**src/rtl/swcmp_pkg.sv**
```systemverilog
package swcmp_pkg;

    localparam int WORD_W = 32;
    localparam int IMM_W  = 16;
    localparam int LANE_W = 8;
    localparam int HALF_W = WORD_W / 2;

    typedef enum logic [2:0] {
        LANE_B0, LANE_B1, LANE_B2, LANE_B3,
        LANE_HLO, LANE_HHI, LANE_ALT6, LANE_ALT7
    } lane_sel_e;

    typedef enum logic [2:0] {
        CMP_NEVER, CMP_LT, CMP_EQ, CMP_LE,
        CMP_GT, CMP_NE, CMP_GE, CMP_ALWAYS
    } cmp_cond_e;

    typedef enum logic [1:0] {
        CMB_AND, CMB_OR, CMB_XOR, CMB_RSVD
    } comb_e;

    typedef struct packed {
        logic [WORD_W-1:0] val;
        logic              sgn;
    } opnd_t;

    function automatic logic [WORD_W-1:0] pick_lane(input logic [WORD_W-1:0] w,
                                                     input lane_sel_e s);
        logic [WORD_W-1:0] r;
        case (s)
            LANE_B0, LANE_B1, LANE_B2, LANE_B3:
                r = (w >> (LANE_W * int'(s[1:0]))) & WORD_W'({LANE_W{1'b1}});
            LANE_HHI:
                r = w >> HALF_W;
            default:
                r = w & WORD_W'({HALF_W{1'b1}});
        endcase
        return r;
    endfunction

    function automatic logic merge(input logic x, input logic y, input comb_e c);
        logic r;
        case (c)
            CMB_OR:  r = x | y;
            CMB_XOR: r = x ^ y;
            default: r = x & y;
        endcase
        return r;
    endfunction

endpackage

```
**src/rtl/swcmp_lane.sv**
```systemverilog
module swcmp_lane
    import swcmp_pkg::*;
(
    input  logic [WORD_W-1:0] word,
    input  logic [2:0]        lane,
    input  logic              sgn,
    output opnd_t             opnd
);
    always_comb begin
        opnd.val = pick_lane(word, lane_sel_e'(lane));
        opnd.sgn = sgn;
    end
endmodule

```
**src/rtl/swcmp_compare.sv**
```systemverilog
module swcmp_compare
    import swcmp_pkg::*;
(
    input  opnd_t       op_a,
    input  opnd_t       op_b,
    input  logic [2:0]  cond,
    output logic        hit
);
    logic signed_mode, lt, eq;

    always_comb begin
        signed_mode = op_a.sgn | op_b.sgn;
        lt = signed_mode ? ($signed(op_a.val) < $signed(op_b.val)) : (op_a.val < op_b.val);
        eq = (op_a.val == op_b.val);
        case (cmp_cond_e'(cond))
            CMP_LT:     hit = lt;
            CMP_EQ:     hit = eq;
            CMP_LE:     hit = lt | eq;
            CMP_GT:     hit = ~(lt | eq);
            CMP_NE:     hit = ~eq;
            CMP_GE:     hit = ~lt;
            CMP_ALWAYS: hit = 1'b1;
            default:    hit = 1'b0;
        endcase
    end
endmodule

```
**src/rtl/swcmp_predfile.sv**
```systemverilog
module swcmp_predfile #(
    parameter int PRED_N = 8,
    localparam int PIDX_W = $clog2(PRED_N)
) (
    input  logic              clk,
    input  logic              rst,
    input  logic              wp_en,
    input  logic [PIDX_W-1:0] wp_idx,
    input  logic              wp_d,
    input  logic              wq_en,
    input  logic [PIDX_W-1:0] wq_idx,
    input  logic              wq_d,
    input  logic [PIDX_W-1:0] rd_idx,
    output logic              rd_d,
    output logic [PRED_N-1:0] bits
);
    localparam int CONST_I = PRED_N - 1;

    for (genvar i = 0; i < PRED_N; i++) begin : g_ent
        if (i == CONST_I) begin : g_const
            assign bits[i] = 1'b1;
        end else begin : g_reg
            logic q;
            always_ff @(posedge clk) begin
                if (rst)
                    q <= 1'b0;
                else if (wq_en && wq_idx == PIDX_W'(i))
                    q <= wq_d;
                else if (wp_en && wp_idx == PIDX_W'(i))
                    q <= wp_d;
            end
            assign bits[i] = q;
        end
    end

    assign rd_d = bits[rd_idx];
endmodule

```
**src/rtl/subword_cmp_pred.sv**
```systemverilog
module subword_cmp_pred
    import swcmp_pkg::*;
#(
    parameter int PRED_N = 8,
    localparam int PIDX_W = $clog2(PRED_N)
) (
    input  logic              clk,
    input  logic              rst,
    input  logic              issue,
    input  logic [31:0]       a_word,
    input  logic [2:0]        a_lane,
    input  logic              a_signed,
    input  logic [31:0]       b_word,
    input  logic [2:0]        b_lane,
    input  logic              b_signed,
    input  logic              b_from_reg,
    input  logic [15:0]       b_imm,
    input  logic [2:0]        cond,
    input  logic [1:0]        comb,
    input  logic [PIDX_W-1:0] src_idx,
    input  logic [PIDX_W-1:0] dst_p_idx,
    input  logic [PIDX_W-1:0] dst_q_idx,
    output logic [PRED_N-1:0] pred_bits,
    output logic              dst_err
);
    localparam logic [PIDX_W-1:0] CONST_IDX = PIDX_W'(PRED_N - 1);

    opnd_t op_a, op_b_reg, op_b;
    logic  hit, src_val, p_val, q_val, wp_en, wq_en, bad_p;

    swcmp_lane u_lane_a (.word(a_word), .lane(a_lane), .sgn(a_signed), .opnd(op_a));
    swcmp_lane u_lane_b (.word(b_word), .lane(b_lane), .sgn(b_signed), .opnd(op_b_reg));

    always_comb begin
        if (b_from_reg) begin
            op_b = op_b_reg;
        end else begin
            op_b.sgn = b_signed;
            op_b.val = b_signed ? WORD_W'($signed(b_imm)) : WORD_W'(b_imm);
        end
    end

    swcmp_compare u_cmp (.op_a(op_a), .op_b(op_b), .cond(cond), .hit(hit));

    always_comb begin
        p_val = merge(hit,  src_val, comb_e'(comb));
        q_val = merge(~hit, src_val, comb_e'(comb));
        bad_p = issue && (dst_p_idx == CONST_IDX);
        wp_en = issue && (dst_p_idx != CONST_IDX);
        wq_en = issue && (dst_q_idx != CONST_IDX);
    end

    swcmp_predfile #(.PRED_N(PRED_N)) u_pf (
        .clk(clk), .rst(rst),
        .wp_en(wp_en), .wp_idx(dst_p_idx), .wp_d(p_val),
        .wq_en(wq_en), .wq_idx(dst_q_idx), .wq_d(q_val),
        .rd_idx(src_idx), .rd_d(src_val),
        .bits(pred_bits)
    );

    always_ff @(posedge clk) begin
        if (rst) dst_err <= 1'b0;
        else     dst_err <= bad_p;
    end
endmodule

```
**config.mk**
```make
export PLATFORM = sky130hd
export DESIGN_NAME = subword_cmp_pred
export DESIGN_NICKNAME = d
export VERILOG_FILES = /design/src/rtl/swcmp_pkg.sv /design/src/rtl/swcmp_lane.sv /design/src/rtl/swcmp_compare.sv /design/src/rtl/swcmp_predfile.sv /design/src/rtl/subword_cmp_pred.sv
export SDC_FILE = /design/constraint.sdc
export NUM_CORES = 1
export LEC_CHECK = 0
export BUFFER_PORTS_ARGS = -buffer_cell sky130_fd_sc_hd__buf_2
export CAP_MARGIN = 40
export CORE_MARGIN = 2
export CORE_UTILIZATION = 26
export DETAILED_ROUTE_END_ITERATION = 7
export RECOVER_POWER = 25
export SETUP_SLACK_MARGIN = 0.3
export SLEW_MARGIN = 10
export SYNTH_ARGS = -nofsm -noshare
export SYNTH_HDL_FRONTEND = slang
export SYNTH_HIERARCHICAL = 1
export SYNTH_SLANG_ARGS = --single-unit
```
**constraint.sdc**
```tcl
create_clock -name clk -period 4.2 [get_ports clk]
set_clock_uncertainty 0.15 [all_clocks]
set_input_delay 0.84 -clock clk [delete_from_list [all_inputs] [get_ports clk]]
set_output_delay 0.84 -clock clk [all_outputs]
set_load 0.01 [all_outputs]
```
==> summary.txt <==
Reg2reg start - u_pf/g_ent[5].g_reg.q
Initial Utilization - 0.266
Async SR Flop Fraction - 0
Clk_lat worst skew - 230 ps
Pre-antenna DRT Iters - 4
Antenna Nets Post-Route - 0
Worst setup SP type - input pin
Least-Margin Pin Slew - 623 ps
RR Endpoint - u_pf/g_ent[1].g_reg.q
Setup TNS Final - 0 ps
Top_reg_cell synth - dfxtp_1
Detailed Place HPWL - 7580 um
Sequential-to-total area share from yosys stat - 0.0454
Largest net degree at the start of global routing - 34
Root Buffer Master - clkbuf_16
Gpl congestion - 0.820
Pleak - 2.38 nW
Hold Path End - u_pf/g_ent[1].g_reg.q
Fillers - 1439
Tmin final - 4170 ps
Hold Fails Final Rpt - 0
CORE AREA - 13200 um^2
Clk slew on worst S/H paths - 40 ps
DR WL/cell - 12.2 um
GRT overflow - 0
RSZ-0062 raised after global routing - true
Yosys warns - 6
Gr usage total - 0.123
Routed WL - 9070 um
Sink Count - 8
Worst EP arrival - 4170 ps
Post-synth cell types - 49
Die X - 120 um
Endpoint class of the critical path - flip-flop
Hold/Removal Path Class - flip-flop to flip-flop
Top Ports - 115
Initial antenna violation count - 0
Final Core Density - 0.337
Number of cells after detailed placement - 734
Max Cap Viol - 0
Hold Startpoint - u_pf/g_ent[1].g_reg.q
Status - completed
Rel. slew slack - 0.583
Synthesized area per cell - 7.77 um^2
Reg2reg path depth - 8
Post-Synthesis Cells - 454
FMAX - 240 MHz
Ant. Diodes - 0
Proportion of netlist area held by the largest area contributor - 0.135
Total power - 0.000700 W
Number of core rows - 42
Port bufs - 113
Flop2flop setup slack - 1810 ps
Critical Path Fanout Max - 7
Layout cells sized above 1 - 0.388
Post-route DRC - 0
Vias per inst - 4.52
Starting DRT DRC Count - 112
CTS Buf Count - 3
Synth-to-layout area growth - 26.4%
Required @ worst endpoint - 4200 ps
Seq. cell area - 160 um^2
Vias in the first global route - 3184
Final Non-Filler Cells - 743
Post-synth EDFFs - 0
Seq cells post-synth - 8
Die ar. - 14500 um^2
Clock Path Buffers - 2
Most frequent cell after synthesis - nand2_1
Final Max Slew Viols - 0
Mapped Area - 3530 um^2
Area leader, netlist - ha_1
CTS tree - done
H-tree depth - 1
Synth area leaders - ha_1 (13%), mux2i_1 (12%), buf_4 (8.9%)
Nets - 713
Hold path depth - 2
Hold bufs inserted after CTS - 0
Vias - 3355
Area of the multi-input gates - 3010 um^2
Power per Cell Area - 157 nW/um^2
First-pass GRT wire length - 14800 um
CP Class - input pin to flip-flop
Top post-synthesis cells by count - nand2_1 (71), buf_4 (42), mux2i_1 (41), inv_1 (40), ha_1 (38)
Die H - 120 um
Fin crit share - 0.992
Final setup violating endpoints - 0
Peak supply drop - 0.0000999 V
==> final cells by class <==
cell class,instances,share of cell area
Clock buffer,3,0.0168
Inverter,40,0.0342
Multi-Input combinational cell,373,0.676
Sequential cell,8,0.0359
Tap cell,176,0.0494
Timing Repair Buffer,143,0.187
==> cell families (layout without fill, tap and decap cells) <==
kind of cell    Yosys count  after routing  share of synthesized area
buf+inv                 103            186                      0.181
flops                     8              8                     0.0454
other cells               3             33                    0.00319
mux                      77             77                      0.253
fa+ha+maj                38             38                      0.135
simple gates            135            135                      0.213
compound gates           90             90                      0.170
==> where the power goes <==
group          switching, W  internal (W)
combinational      0.000222      0.000234
sequential       0.00000282     0.0000799
clock             0.0000383      0.000123
==> critical path, cell delays in order <==
cell	delay [ps]
buf_6	90
nand2b_4	190
buf_6	160
mux2_4	290
a21o_1	160
mux2_4	260
inv_2	70
ha_4	120
nand4_1	130
nor2_2	180
a31oi_1	110
a211oi_2	250
nor3_1	70
mux2_4	300
inv_4	70
ha_4	200
nand2b_4	140
a31oi_4	280
nor4_2	60
a211oi_1	200
==> what timing repair did <==
item                                    4_1_cts  5_1_grt
endpoints found under the setup margin        7        7
setup buffers                                 4        2
resized for setup                            23       15
pin swaps                                    21       21
==> metrics by stage <==
stage / setup WS (ps) / hold WS [ps] / instance area, um^2
after global placement: -176 / 413 / 4210
after global routing: -154 / 462 / 4460
after floorplan: 19.2 / 374 / 3730
after CTS: 36.6 / 432 / 4390
final: 32.5 / 437 / 4460
after detailed placement: -269 / 421 / 4210
==> layer usage <==
metal / vias up / share of wire / global-route usage
met3: 10 / 0.060 / 0.0151
met2: 110 / 0.45 / 0.205
met5: - / 0 / 0
li1: 1751 / - / -
met1: 1484 / 0.48 / 0.169
met4: 0 / 0.012 / 0.0247
==> worst max path at each step <==
stage / start / end
global placement: b_lane[1] / u_pf/g_ent[6].g_reg.q
floorplan: b_lane[0] / u_pf/g_ent[1].g_reg.q
CTS: b_lane[1] / u_pf/g_ent[3].g_reg.q
detailed placement: b_lane[1] / u_pf/g_ent[4].g_reg.q
finish: b_lane[1] / u_pf/g_ent[1].g_reg.q
global route: b_lane[1] / u_pf/g_ent[1].g_reg.q
==> layout by cell type, fill, tap and decap left out, drive strengths merged, types with 17 or more instances in the layout <==
cell	synthesis	final
a21boi	17	17
a21o	17	17
buf	57	141
conb	3	33
ha	38	38
inv	40	40
mux2	35	35
mux2i	41	41
nand2	71	71
==> sequential cells by signal, indices dropped and copies added (netlist names) <==
register,cells
u_pf/g_ent.g_reg.q,7
dst_err,1
Note: power is estimated with default switching activity, not from simulation.
